[src/rtl/spi_eng_pkg.sv]
package spi_eng_pkg;
  localparam int DATA_W = 32;
  localparam int HALF_W = 3;
  localparam int NB_W   = $clog2(DATA_W) + 1;
  localparam int CNT_W  = $clog2(2 * DATA_W);

  typedef enum logic [1:0] {
    FMT_8  = 2'b00,
    FMT_16 = 2'b01,
    FMT_32 = 2'b10,
    FMT_9  = 2'b11
  } word_fmt_e;

  function automatic logic [NB_W-1:0] word_bits(input logic [1:0] sel, input logic slave);
    case (word_fmt_e'(sel))
      FMT_16:  return NB_W'(16);
      FMT_32:  return NB_W'(32);
      FMT_9:   return slave ? NB_W'(8) : NB_W'(9);
      default: return NB_W'(8);
    endcase
  endfunction

  function automatic logic [HALF_W-1:0] half_period(input logic [1:0] sel);
    case (sel)
      2'b00:   return HALF_W'(4);
      2'b01:   return HALF_W'(2);
      2'b10:   return HALF_W'(1);
      default: return HALF_W'(7);
    endcase
  endfunction
endpackage

[src/rtl/spi_bit_sync.sv]
module spi_bit_sync #(
  parameter int   STAGES  = 2,
  parameter logic RST_VAL = 1'b0
) (
  input  logic clk_i,
  input  logic rst_ni,
  input  logic d_i,
  output logic q_o
);
  logic [STAGES-1:0] chain_q;

  always_ff @(posedge clk_i or negedge rst_ni) begin
    if (!rst_ni) chain_q <= {STAGES{RST_VAL}};
    else         chain_q <= {chain_q[STAGES-2:0], d_i};
  end

  assign q_o = chain_q[STAGES-1];
endmodule

[src/rtl/spi_half_timer.sv]
module spi_half_timer
  import spi_eng_pkg::*;
(
  input  logic       clk_i,
  input  logic       rst_ni,
  input  logic       run_i,
  input  logic [1:0] sel_i,
  output logic       tick_o
);
  logic [HALF_W-1:0] cnt_q;
  logic [HALF_W-1:0] half;

  assign half   = half_period(sel_i);
  assign tick_o = run_i && (cnt_q == half - HALF_W'(1));

  always_ff @(posedge clk_i or negedge rst_ni) begin
    if (!rst_ni)              cnt_q <= '0;
    else if (!run_i || tick_o) cnt_q <= '0;
    else                      cnt_q <= cnt_q + HALF_W'(1);
  end

  // a half period longer than one cycle never yields adjacent ticks
  a_r3_tick_gap: assert property (@(posedge clk_i) disable iff (!rst_ni)
    (tick_o && half != HALF_W'(1) && $stable(sel_i)) |=> !tick_o);
endmodule

[src/rtl/spi_shifter.sv]
module spi_shifter
  import spi_eng_pkg::*;
(
  input  logic              clk_i,
  input  logic              rst_ni,
  input  logic              clear_i,
  input  logic              accept_ok_i,
  input  logic              slave_i,
  input  logic              active_i,
  input  logic              cpol_i,
  input  logic              cpha_i,
  input  logic [1:0]        word_sel_i,
  input  logic              ninth_bit_i,
  input  logic [DATA_W-1:0] tx_data_i,
  input  logic              tx_valid_i,
  output logic              tx_ready_o,
  input  logic              tick_i,
  input  logic              sclk_s_i,
  input  logic              din_i,
  output logic              sclk_o,
  output logic              line_o,
  output logic              busy_o,
  output logic              hold_full_o,
  output logic [DATA_W-1:0] rx_data_o,
  output logic              rx_valid_o
);
  logic              run_q, hold_full_q, sclk_q, sclk_prev_q, rx_valid_q;
  logic [DATA_W-1:0] hold_q, sh_q, rx_sh_q, rx_q;
  logic [DATA_W-1:0] aligned, rx_sh_nxt, merged;
  logic [CNT_W-1:0]  edge_q;
  logic [NB_W-1:0]   nbits_q;
  logic accept, load, abort, edge_evt, lead, sample_evt, shift_evt, last;

  assign tx_ready_o = accept_ok_i && !hold_full_q;
  assign accept     = tx_valid_i && tx_ready_o;
  assign load       = !run_q && hold_full_q && (!slave_i || active_i);
  assign abort      = slave_i && !active_i;

  assign edge_evt   = run_q && (slave_i ? (sclk_s_i ^ sclk_prev_q) : tick_i);
  assign lead       = !edge_q[0];
  assign last       = ({1'b0, edge_q} == ({nbits_q, 1'b0} - (NB_W+1)'(1)));
  assign sample_evt = edge_evt && (lead ^ cpha_i);
  // first leading edge with cpha=1 and last trailing edge with cpha=0 move nothing
  assign shift_evt  = edge_evt && !(lead ^ cpha_i) &&
                      !(cpha_i ? (edge_q == '0) : last);
  assign rx_sh_nxt  = sample_evt ? {rx_sh_q[DATA_W-2:0], din_i} : rx_sh_q;

  always_comb begin
    case (word_fmt_e'(word_sel_i))
      FMT_16:  aligned = {hold_q[15:0], 16'b0};
      FMT_32:  aligned = hold_q;
      FMT_9:   aligned = slave_i ? {hold_q[7:0], 24'b0}
                                 : {ninth_bit_i, hold_q[7:0], 23'b0};
      default: aligned = {hold_q[7:0], 24'b0};
    endcase
  end

  always_comb begin
    case (nbits_q)
      NB_W'(32): merged = rx_sh_nxt;
      NB_W'(16): merged = {rx_q[31:16], rx_sh_nxt[15:0]};
      default:   merged = {rx_q[31:8], rx_sh_nxt[7:0]};
    endcase
  end

  always_ff @(posedge clk_i or negedge rst_ni) begin
    if (!rst_ni) begin
      run_q <= 1'b0; hold_full_q <= 1'b0; hold_q <= '0; sh_q <= '0;
      rx_sh_q <= '0; rx_q <= '0; rx_valid_q <= 1'b0; edge_q <= '0;
      nbits_q <= NB_W'(8); sclk_q <= 1'b0; sclk_prev_q <= 1'b0;
    end else begin
      sclk_prev_q <= sclk_s_i;
      rx_valid_q  <= 1'b0;
      if (clear_i) begin
        run_q <= 1'b0; hold_full_q <= 1'b0; rx_q <= '0;
        edge_q <= '0; sclk_q <= cpol_i;
      end else begin
        if (accept) begin
          hold_q      <= tx_data_i;
          hold_full_q <= 1'b1;
        end
        if (load) begin
          hold_full_q <= 1'b0;
          sh_q        <= aligned;
          nbits_q     <= word_bits(word_sel_i, slave_i);
          edge_q      <= '0;
          sclk_q      <= cpol_i;
          rx_sh_q     <= '0;
          run_q       <= 1'b1;
        end else if (run_q) begin
          if (abort) run_q <= 1'b0;
          else if (edge_evt) begin
            sclk_q  <= ~sclk_q;
            rx_sh_q <= rx_sh_nxt;
            if (shift_evt) sh_q <= {sh_q[DATA_W-2:0], 1'b0};
            if (last) begin
              run_q      <= 1'b0;
              rx_valid_q <= 1'b1;
              rx_q       <= merged;
            end else edge_q <= edge_q + CNT_W'(1);
          end
        end
      end
    end
  end

  assign sclk_o      = sclk_q;
  assign line_o      = sh_q[DATA_W-1];
  assign busy_o      = run_q;
  assign hold_full_o = hold_full_q;
  assign rx_data_o   = rx_q;
  assign rx_valid_o  = rx_valid_q;

  a_r8_single_hold: assert property (@(posedge clk_i) disable iff (!rst_ni)
    accept |=> !tx_ready_o);
  a_r12_one_cycle: assert property (@(posedge clk_i) disable iff (!rst_ni)
    rx_valid_o |=> !rx_valid_o);
  a_r11_upper_kept: assert property (@(posedge clk_i) disable iff (!rst_ni)
    (rx_valid_o && nbits_q <= NB_W'(9)) |-> rx_data_o[31:8] == $past(rx_data_o[31:8]));
  a_r10_cleared: assert property (@(posedge clk_i) disable iff (!rst_ni)
    clear_i |=> (!busy_o && !hold_full_o && rx_data_o == '0 && !rx_valid_o));
endmodule

[src/rtl/spi_shift_engine.sv]
module spi_shift_engine
  import spi_eng_pkg::*;
#(
  parameter int SYNC_STAGES = 2
) (
  input  logic              clk_i,
  input  logic              rst_ni,
  input  logic              en_i,
  input  logic              soft_rst_i,
  input  logic              slave_i,
  input  logic              cpol_i,
  input  logic              cpha_i,
  input  logic [1:0]        word_sel_i,
  input  logic [1:0]        clk_sel_i,
  input  logic              ninth_bit_i,
  input  logic              idle_do_i,
  input  logic              force_do_i,
  input  logic              cs_en_i,
  input  logic [DATA_W-1:0] tx_data_i,
  input  logic              tx_valid_i,
  output logic              tx_ready_o,
  output logic [DATA_W-1:0] rx_data_o,
  output logic              rx_valid_o,
  output logic              busy_o,
  output logic              din_sync_o,
  output logic              sclk_o,
  output logic              do_o,
  input  logic              sclk_i,
  input  logic              cs_ni,
  input  logic              di_i
);
  localparam int         N_LANES  = 3;
  localparam logic [2:0] LANE_RST = 3'b100;  // chip select idles high

  logic [N_LANES-1:0] pin_raw, pin_sync;
  logic busy, hold_full, tick, sclk_raw, line, active, clear, din_sel;

  assign pin_raw = {cs_ni, sclk_i, di_i};

  for (genvar g = 0; g < N_LANES; g++) begin : g_sync
    spi_bit_sync #(.STAGES(SYNC_STAGES), .RST_VAL(LANE_RST[g])) u_sync (
      .clk_i(clk_i), .rst_ni(rst_ni), .d_i(pin_raw[g]), .q_o(pin_sync[g])
    );
  end

  assign din_sync_o = pin_sync[0];
  assign active     = !cs_en_i || !pin_sync[2];
  assign din_sel    = slave_i ? pin_sync[0] : di_i;
  // master drains accepted words before clearing; slave clears at once
  assign clear      = soft_rst_i || (!en_i && (slave_i || (!busy && !hold_full)));

  spi_half_timer u_timer (
    .clk_i(clk_i), .rst_ni(rst_ni), .run_i(busy && !slave_i),
    .sel_i(clk_sel_i), .tick_o(tick)
  );

  spi_shifter u_shift (
    .clk_i(clk_i), .rst_ni(rst_ni), .clear_i(clear),
    .accept_ok_i(en_i && !soft_rst_i), .slave_i(slave_i), .active_i(active),
    .cpol_i(cpol_i), .cpha_i(cpha_i), .word_sel_i(word_sel_i),
    .ninth_bit_i(ninth_bit_i), .tx_data_i(tx_data_i), .tx_valid_i(tx_valid_i),
    .tx_ready_o(tx_ready_o), .tick_i(tick), .sclk_s_i(pin_sync[1]),
    .din_i(din_sel), .sclk_o(sclk_raw), .line_o(line), .busy_o(busy),
    .hold_full_o(hold_full), .rx_data_o(rx_data_o), .rx_valid_o(rx_valid_o)
  );

  assign busy_o = busy;
  assign sclk_o = (!slave_i && busy) ? sclk_raw : cpol_i;
  assign do_o   = (force_do_i || !busy) ? idle_do_i : line;
endmodule

[config.mk]
export PLATFORM = sky130hd
export DESIGN_NAME = spi_shift_engine
export DESIGN_NICKNAME = d
export VERILOG_FILES = /design/src/rtl/spi_eng_pkg.sv /design/src/rtl/spi_bit_sync.sv /design/src/rtl/spi_half_timer.sv /design/src/rtl/spi_shifter.sv /design/src/rtl/spi_shift_engine.sv
export SDC_FILE = /design/constraint.sdc
export NUM_CORES = 1
export LEC_CHECK = 0
export BUFFER_PORTS_ARGS = -buffer_cell sky130_fd_sc_hd__clkbuf_2
export CORE_UTILIZATION = 55
export DETAILED_ROUTE_END_ITERATION = 6
export HOLD_SLACK_MARGIN = 0.1
export PLACE_DENSITY = 0.76
export SETUP_SLACK_MARGIN = 0.02
export SYNTH_ARGS = -nofsm -noshare
export SYNTH_HDL_FRONTEND = slang
export SYNTH_HIERARCHICAL = 1
export SYNTH_SLANG_ARGS = --single-unit
export TNS_END_PERCENT = 20
[constraint.sdc]
create_clock -name clk_i -period 7.07 [get_ports clk_i]
set_clock_uncertainty 0.05 [all_clocks]
set_input_delay 1.0605 -clock clk_i [delete_from_list [all_inputs] [get_ports clk_i]]
set_output_delay 1.0605 -clock clk_i [all_outputs]
set_load 0.005 [all_outputs]
---- Yosys cells after proc, flatten, opt, wreduce, memory -nomap -nowiden ----
Cells that the tools add are included.
operators by class
  reductions and logical operators ........ 54
  muxes and demuxes ....................... 54
  eq/ne operators ......................... 15
  add/sub/neg operators ................... 4
  bitwise operators ....................... 4
operators by type and width
  kind                   number
  $mux W32               17
  $pmux W32 S3           1
  $pmux W32 S2           1
  $mux W6                6
  $mux W1                26
  $pmux W6 S3            1
  $logic_and A1 B1 Y1    14
  $reduce_bool A2 Y1     7
  $logic_not A1 Y1       12
  $reduce_bool A3 Y1     4
  $reduce_and A5 Y1      2
  $pmux W3 S3            1
  $reduce_and A4 Y1      2
  $eq A6 B7 Y1           1
  $reduce_and A7 Y1      1
  $sub A7 B1 Y7 const B  1
  $add A6 B1 Y6 const B  1
  $eq A2 B2 Y1 const B   3
  $eq A6 B5 Y1 const B   1
  $eq A6 B6 Y1 const B   1
  $logic_not A6 Y1       1
  $logic_or A1 B1 Y1     6
  $ne A2 B2 Y1 const B   3
  $ne A3 B2 Y1 const B   2
  other kinds (12)       16
storage, ports and cells
  bits in registers ....................... 154
  word-level logic and storage cells ...... 148
  bits of input ports ..................... 51

---- Longest topological paths before layout ----
  depth in word-level cells ............... 16
  mapped depth ............................ 12

---- Modules after synthesis ----
The synthesis kept the hierarchy.
modules (own cells, without submodules)
  module                                area each (µm²)  seq. area each (µm²)  cells an instance  instances
  spi_shifter                           6915.4           3579.7                597                1
  spi_half_timer                        209.0            75.1                  19                 1
  spi_bit_sync at g_sync[0].u_sync ...  50.0             50.0                  2                  2
  spi_shift_engine                      93.8             0.0                   10                 1
  spi_bit_sync at g_sync[2].u_sync      52.6             52.6                  2                  1

---- Worst setup path after synthesis ----
OpenSTA, ideal clock, no wires.
  kind .................................... in2reg
  start ................................... in clk_sel_i[0]
  end ..................................... reg u_shift.sh_q[10]
  slack ................................... 3.554 ns
  stages on the path ...................... 11
  setup time .............................. 0.125 ns
  buffers on the path ..................... 1
  data required time ...................... 6.895 ns
  arrival time ............................ 3.342 ns
  cell sequence ........................... inv_1 > ha_1 > xnor2_1 > and4_1 > and2_2 > nand2_1 > o22ai_2 > o311ai_1 > a221oi_2 > buf_4 > mux2_2
between the ends
  longest elaborated chain between the ends .. 11
  elaborated cells between the ends (all ways) .. 14
RTL lines
  what                                        RTL line                text
  from (decl)                                 spi_shift_engine.sv:14  input logic [1:0] clk_sel_i,
  $eq A2 B2 Y1, or another cell as far along  spi_eng_pkg.sv:24       case (sel)
  $pmux W3 S3 (*)                             spi_eng_pkg.sv:24
  $sub A3 B1 Y3 (*)                           spi_half_timer.sv:14    assign tick_o = run_i && (cnt_q == half - HALF_W'(1));
  $eq A3 B3 Y1 (*)                            spi_half_timer.sv:14
  $logic_and A1 B1 Y1 (*)                     spi_half_timer.sv:14
  named net tick                              spi_shift_engine.sv:36  logic busy, hold_full, tick, sclk_raw, line, active, clear, din_sel;
  $mux W1 (*)                                 spi_shifter.sv:39       assign edge_evt = run_q && (slave_i ? (sclk_s_i ^ sclk_prev_q) : tick_i);
  $logic_and A1 B1 Y1 (*)                     spi_shifter.sv:39
  $logic_and A1 B1 Y1 (2 in a row)            spi_shifter.sv:44       assign shift_evt = edge_evt && !(lead ^ cpha_i) &&
  $reduce_bool A2 Y1 (no line)                n/a
  $reduce_and A5 Y1 (no line) (*)             n/a
  to (signal assigned)                        spi_shifter.sv:84       sh_q <= aligned;
  to (signal assigned)                        spi_shifter.sv:95       if (shift_evt) sh_q <= {sh_q[DATA_W-2:0], 1'b0};
  to (decl)                                   spi_shifter.sv:28       logic [DATA_W-1:0] hold_q, sh_q, rx_sh_q, rx_q;
The timed path passes the listed nets; every way through them passes the cells marked *.
A chain may end at the register's enable or synchronous reset.

---- Worst setup path in the final report ----
  start ................................... in clk_sel_i[0]
  end ..................................... reg u_shift.rx_sh_q[17]
between the ends
  longest elaborated chain between the ends .. 13
  elaborated cells between the ends (all ways) .. 17
RTL lines
  what                                        RTL line                text
  $eq A2 B2 Y1, or another cell as far along  spi_eng_pkg.sv:24
  $pmux W3 S3 (*)                             spi_eng_pkg.sv:24
  $sub A3 B1 Y3 (*)                           spi_half_timer.sv:14
  $eq A3 B3 Y1 (*)                            spi_half_timer.sv:14
  $logic_and A1 B1 Y1 (*)                     spi_half_timer.sv:14
  named net tick                              spi_shift_engine.sv:36
  $mux W1 (*)                                 spi_shifter.sv:39
  $logic_and A1 B1 Y1 (*)                     spi_shifter.sv:39
  $logic_and A1 B1 Y1                         spi_shifter.sv:42       assign sample_evt = edge_evt && (lead ^ cpha_i);
  $mux W32                                    spi_shifter.sv:46       assign rx_sh_nxt = sample_evt ? {rx_sh_q[DATA_W-2:0], din_i} : rx_sh_q;
  $mux W32                                    spi_shifter.sv:92       else if (edge_evt) begin
  $mux W32                                    spi_shifter.sv:91       if (abort) run_q <= 1'b0;
  $mux W32                                    spi_shifter.sv:90       end else if (run_q) begin
  $mux W32                                    spi_shifter.sv:82       if (load) begin
  to (signal assigned)                        spi_shifter.sv:94       rx_sh_q <= rx_sh_nxt;
  to (decl)                                   spi_shifter.sv:28
The timed path passes the listed nets; every way through them passes the cells marked *. The select of a mux whose other input is x is not followed.

==> impl_metrics.py <==
metrics = {
    "timing": {
        "finalWorstSetupSlack_ns": 2.795,
        "highest_clock_rate_mhz": 233.9,
        "finalWorstPathRequiredPeriod_ns": 4.275,
        "rsz_0062_raised_after_global_routing": "false",
        "worst-slew-pin-transition_ns": 1.138,
        "maxSlewHeadroom": 0.2412,
        "final-hold-violation-count": 0,
        "timing.final.max_slew_violations": 0,
        "final_worst_path_period_share": 0.6047,
        "timing.setup.tns_ns": 0,
        "timing.final.setup_violations": 0,
    },
    "critical_path": {
        "worst_r2r_startpoint": "u_timer/cnt_q[2]",
        "timing.critical_path.from_type": "input port",
        "crit_chain": "clkbuf_2 -> inv_1 -> ha_1 -> xnor2_1 -> and4_1 -> and2_2 -> o21ai_0 -> a211oi_4 -> and3_1 -> a22o_1",
        "timing.critical_path.arrival_ns": 4.58,
        "r2r_setup_slack_ns": 3.50,
        "critPathTopFamily": "simple AND/OR/NAND/NOR gates",
        "crit_path_end_kind": "flop",
        "crit_buf_inv": 2,
        "worst-r2r-cell-count": 7,
        "critical_path_peak_fanout": 32,
        "worst-setup-path-type": "in -> reg",
        "cpPeakStageDelay_ns": 1.03,
        "critical-path-slowest-cell": "sky130_fd_sc_hd__and3_1",
        "cp.required_ns": 7.38,
        "r2r-end": "u_shift/rx_sh_q[17]",
    },
    "yosys": {
        "yosysUniqueCellTypes": 60,
        "seq_area_frac_synth": 0.5166,
        "dominant_cell_type_by_area_after_synthesis": "sky130_fd_sc_hd__dfrtp_1",
        "post_synth_inst_count": 632,
        "synth_area_per_cell_um2": 11.66,
        "yosys_most_used_dff": "sky130_fd_sc_hd__dfrtp_1",
        "synth_edf_count": 0,
        "synth.ff_latch_count": 152,
        "syn_area_um2": 7371,
        "synth_warnings": 6,
        "synth.top_cell.area_share": 0.5059,
        "synth_fp_nets": 696,
        "synth_top_cells_by_area": "sky130_fd_sc_hd__dfrtp_1 (51%), sky130_fd_sc_hd__mux2_2 (8.2%), sky130_fd_sc_hd__a22o_1 (4.4%)",
        "async_flop_share": 1.000,
    },
    "power": {
        "power_switching_share": 0.2475,
        "p_int_mw": 1.570,
        "p_clk_frac": 0.443,
        "sequential_power_share": 0.471,
        "p_sw_uw": 516.5,
        "p_per_area_nw_per_um2": 245.5,
        "comb_power_share": 0.086,
        "vdd_drop_max_uv": 160.6,
        "power.leakage_nw": 3.748,
    },
    "route": {
        "drt_pass1_iterations": 5,
        "drt_first_iter_violations": 396,
        "detail_route.vias_per_cell": 5.983,
        "ant_nets": 0,
        "met1Wirelength_mm": 7.344,
        "routed-wl-met2_mm": 7.578,
        "totalWireLength_mm": 15.87,
        "vias": 5295,
        "route.detailed.drc": 0,
        "met3WireLength_um": 700,
        "wl_per_cell_um": 17.93,
        "topmost_layer_with_routed_signal_wires": "met4",
    },
    "global_route": {
        "grt.total_usage": 0.2416,
        "grt_start_max_net_pins": 87,
        "global_route_wire_length_before_repair_mm": 26.59,
        "grt.overflow.total": 0,
        "antenna_violations_before_repair": 0,
        "number_of_global_route_vias_before_repair": 5322,
    },
    "floorplanning": {
        "floorplan.initialDensity": 0.5747,
        "core_area_um2": 12820,
        "floorplan.die.width_um": 117.8,
        "number_of_top_level_pins": 89,
        "die_area_um2": 13870,
        "fp.dieH_um": 117.8,
        "rows": 41,
    },
    "clock_tree": {
        "clock_transition_time_at_the_flip_flop_clock_pins_of_the_worst_setup_and_hold_paths_ns": 0.06,
        "clockRootBuffer": "sky130_fd_sc_hd__clkbuf_16",
        "cts-resized-gates": 0,
        "clock_tree_from_tritoncts": "yes",
        "holdBufCountCts": 0,
        "cts.path.max_buffers": 2,
        "post-cts-setup-buffer-count": 0,
        "worst_skew_pair.late_latency_ns": 0.42,
        "numCtsBuffers": 17,
        "htree_levels": 4,
        "cts_sinks": 152,
    },
    "min_path": {
        "holdPathStages": 0,
        "min-delay-start": "g_sync[2].u_sync/chain_q[0]",
        "min_to": "g_sync[2].u_sync/chain_q[1]",
        "hp-class": "reg -> reg",
    },
    "run": {
        "max_cap_violations": 0,
    },
    "cells_and_area": {
        "finalNetCount": 764,
        "n_fill_cell": 978,
        "diodes": 0,
        "area_used_by_multi_input_combinational_logic_um2": 3328,
        "register_cell_area_after_layout_um2": 3807,
        "drive_above_1_share": 0.3029,
        "area_growth_pct": 15.28,
    },
    "place": {
        "minimum_setup_slack_after_placement_ns": 2.445,
        "port_buffers": 88,
        "dp_hpwl_mm": 10.48,
        "global_placer_s_final_weighted_congestion": 0.8117,
    },
    "status": {
        "status": "completed",
    },
}
[worst max path at each step]
stage	start	to	cells past startpoint	slack, ns
floorplan	clk_sel_i[0]	u_shift/sh_q[10]	11	3.55
global placement	clk_sel_i[0]	u_shift/rx_sh_q[23]	10	2.66
detailed placement	clk_sel_i[0]	u_shift/rx_sh_q[27]	10	2.44
CTS	clk_sel_i[0]	u_shift/rx_sh_q[17]	10	2.88
global route	clk_sel_i[0]	u_shift/rx_sh_q[17]	10	2.59
finish	clk_sel_i[0]	u_shift/rx_sh_q[17]	10	2.79
[flip-flops by register name, summed over array words and instances, names as in the netlist]
name / flops
u_shift/hold_full_o: 1
u_shift/busy_o: 1
u_shift/edge_q: 6
u_shift/rx_sh_q: 32
u_shift/rx_valid_o: 1
u_shift/nbits_q: 4
u_timer/cnt_q: 3
u_shift/sclk_o: 1
u_shift/sclk_prev_q: 1
u_shift/sh_q: 32
u_shift/rx_data_o: 32
g_sync.u_sync/chain_q: 6
u_shift/hold_q: 32
[worst register-to-register path, delay by kind of cell, from the launching register on]
family           cells  cell delay, ns
AND/OR/NAND/NOR      3            1.44
XOR/XNOR             1            0.21
flip-flops           1            0.41
AO/OA/AOI/OAI        3            1.39
[metal layers]
metal / GRT usage / vias up
li1: - / 2453
met1: 0.3304 / 2676
met2: 0.3798 / 144
met3: 0.05717 / 22
met4: 0.07933 / 0
met5: 0 / -
[synth_stat cells, types with 2 or more instances]
library cell / instances
sky130_fd_sc_hd__a221oi_1: 6
sky130_fd_sc_hd__o21ai_0: 26
sky130_fd_sc_hd__a2111oi_4: 2
sky130_fd_sc_hd__ha_1: 13
sky130_fd_sc_hd__nand2b_1: 2
sky130_fd_sc_hd__nor2_1: 47
sky130_fd_sc_hd__mux2_1: 10
sky130_fd_sc_hd__mux2_2: 54
sky130_fd_sc_hd__nor2b_4: 2
sky130_fd_sc_hd__buf_1: 3
sky130_fd_sc_hd__or3_1: 5
sky130_fd_sc_hd__mux2i_1: 32
sky130_fd_sc_hd__and3_1: 5
sky130_fd_sc_hd__nand3_1: 10
sky130_fd_sc_hd__inv_1: 12
sky130_fd_sc_hd__buf_2: 5
sky130_fd_sc_hd__nand2_1: 52
sky130_fd_sc_hd__a211oi_1: 16
sky130_fd_sc_hd__a22oi_1: 13
sky130_fd_sc_hd__nor2b_1: 3
sky130_fd_sc_hd__nand3b_1: 3
sky130_fd_sc_hd__a222oi_1: 3
sky130_fd_sc_hd__a22o_1: 37
sky130_fd_sc_hd__nand4_1: 3
sky130_fd_sc_hd__buf_4: 6
sky130_fd_sc_hd__o21a_1: 3
sky130_fd_sc_hd__xor2_1: 4
sky130_fd_sc_hd__mux2_4: 2
sky130_fd_sc_hd__xnor2_1: 5
sky130_fd_sc_hd__dfstp_2: 3
sky130_fd_sc_hd__o221ai_1: 2
sky130_fd_sc_hd__o31ai_1: 9
sky130_fd_sc_hd__a211oi_2: 18
sky130_fd_sc_hd__a21oi_1: 11
sky130_fd_sc_hd__dfrtp_1: 149
sky130_fd_sc_hd__clkbuf_1: 31
sky130_fd_sc_hd__nor3_1: 2
[placed cells by master (no fill, tap or decap), types with 9 or more instances in the layout]
master                      count
sky130_fd_sc_hd__a211oi_1      16
sky130_fd_sc_hd__a211oi_2      17
sky130_fd_sc_hd__a21oi_1       11
sky130_fd_sc_hd__a22o_1        37
sky130_fd_sc_hd__a22oi_1       13
sky130_fd_sc_hd__clkbuf_16     17
sky130_fd_sc_hd__clkbuf_2      87
sky130_fd_sc_hd__dfrtp_1      149
sky130_fd_sc_hd__ha_1          13
sky130_fd_sc_hd__inv_1         12
sky130_fd_sc_hd__mux2_1        10
sky130_fd_sc_hd__mux2_2        54
sky130_fd_sc_hd__mux2i_1       32
sky130_fd_sc_hd__nand2_1       52
sky130_fd_sc_hd__nand3_1       10
sky130_fd_sc_hd__nor2_1        47
sky130_fd_sc_hd__o21ai_0       26
sky130_fd_sc_hd__o31ai_1        9
[power groups by stage]
stage               combinational [mW]  sequential [mW]  clock (mW)
floorplan                        0.123            0.975           0
global placement                 0.173            0.994           0
detailed placement               0.180            0.996           0
CTS                              0.182            0.981       0.943
global route                     0.199            0.987       0.978
finish                           0.180            0.982       0.924
[cell families after synthesis]
family | share of synthesized area
simple gates | 0.09337
flops | 0.5166
buf+inv | 0.03446
compound gates | 0.1776
fa+ha+maj | 0.02207
xor+xnor | 0.01069
mux | 0.1453
[metrics by stage]
stage	power (mW)	cells	utilization	instance area, um2	hold WS (ns)
detailed placement	1.176	853	0.6156	7895	0.2972
floorplan	1.097	632	-	7371	0.2812
global route	2.165	885	0.6625	8497	0.3126
CTS	2.106	885	0.6625	8497	0.3088
finish	2.086	885	0.6625	8497	0.3072
global placement	1.167	853	0.6156	7895	0.2876
[cell type report]
type / count / area share
Tap cell: 172 / 0.02533
Timing Repair Buffer: 95 / 0.05875
Sequential cell: 152 / 0.4481
Multi-Input combinational cell: 422 / 0.3917
Inverter: 12 / 0.005301
Clock inverter: 14 / 0.02032
Clock buffer: 18 / 0.05051
No activity file was read; power rests on OpenSTA's default activity.
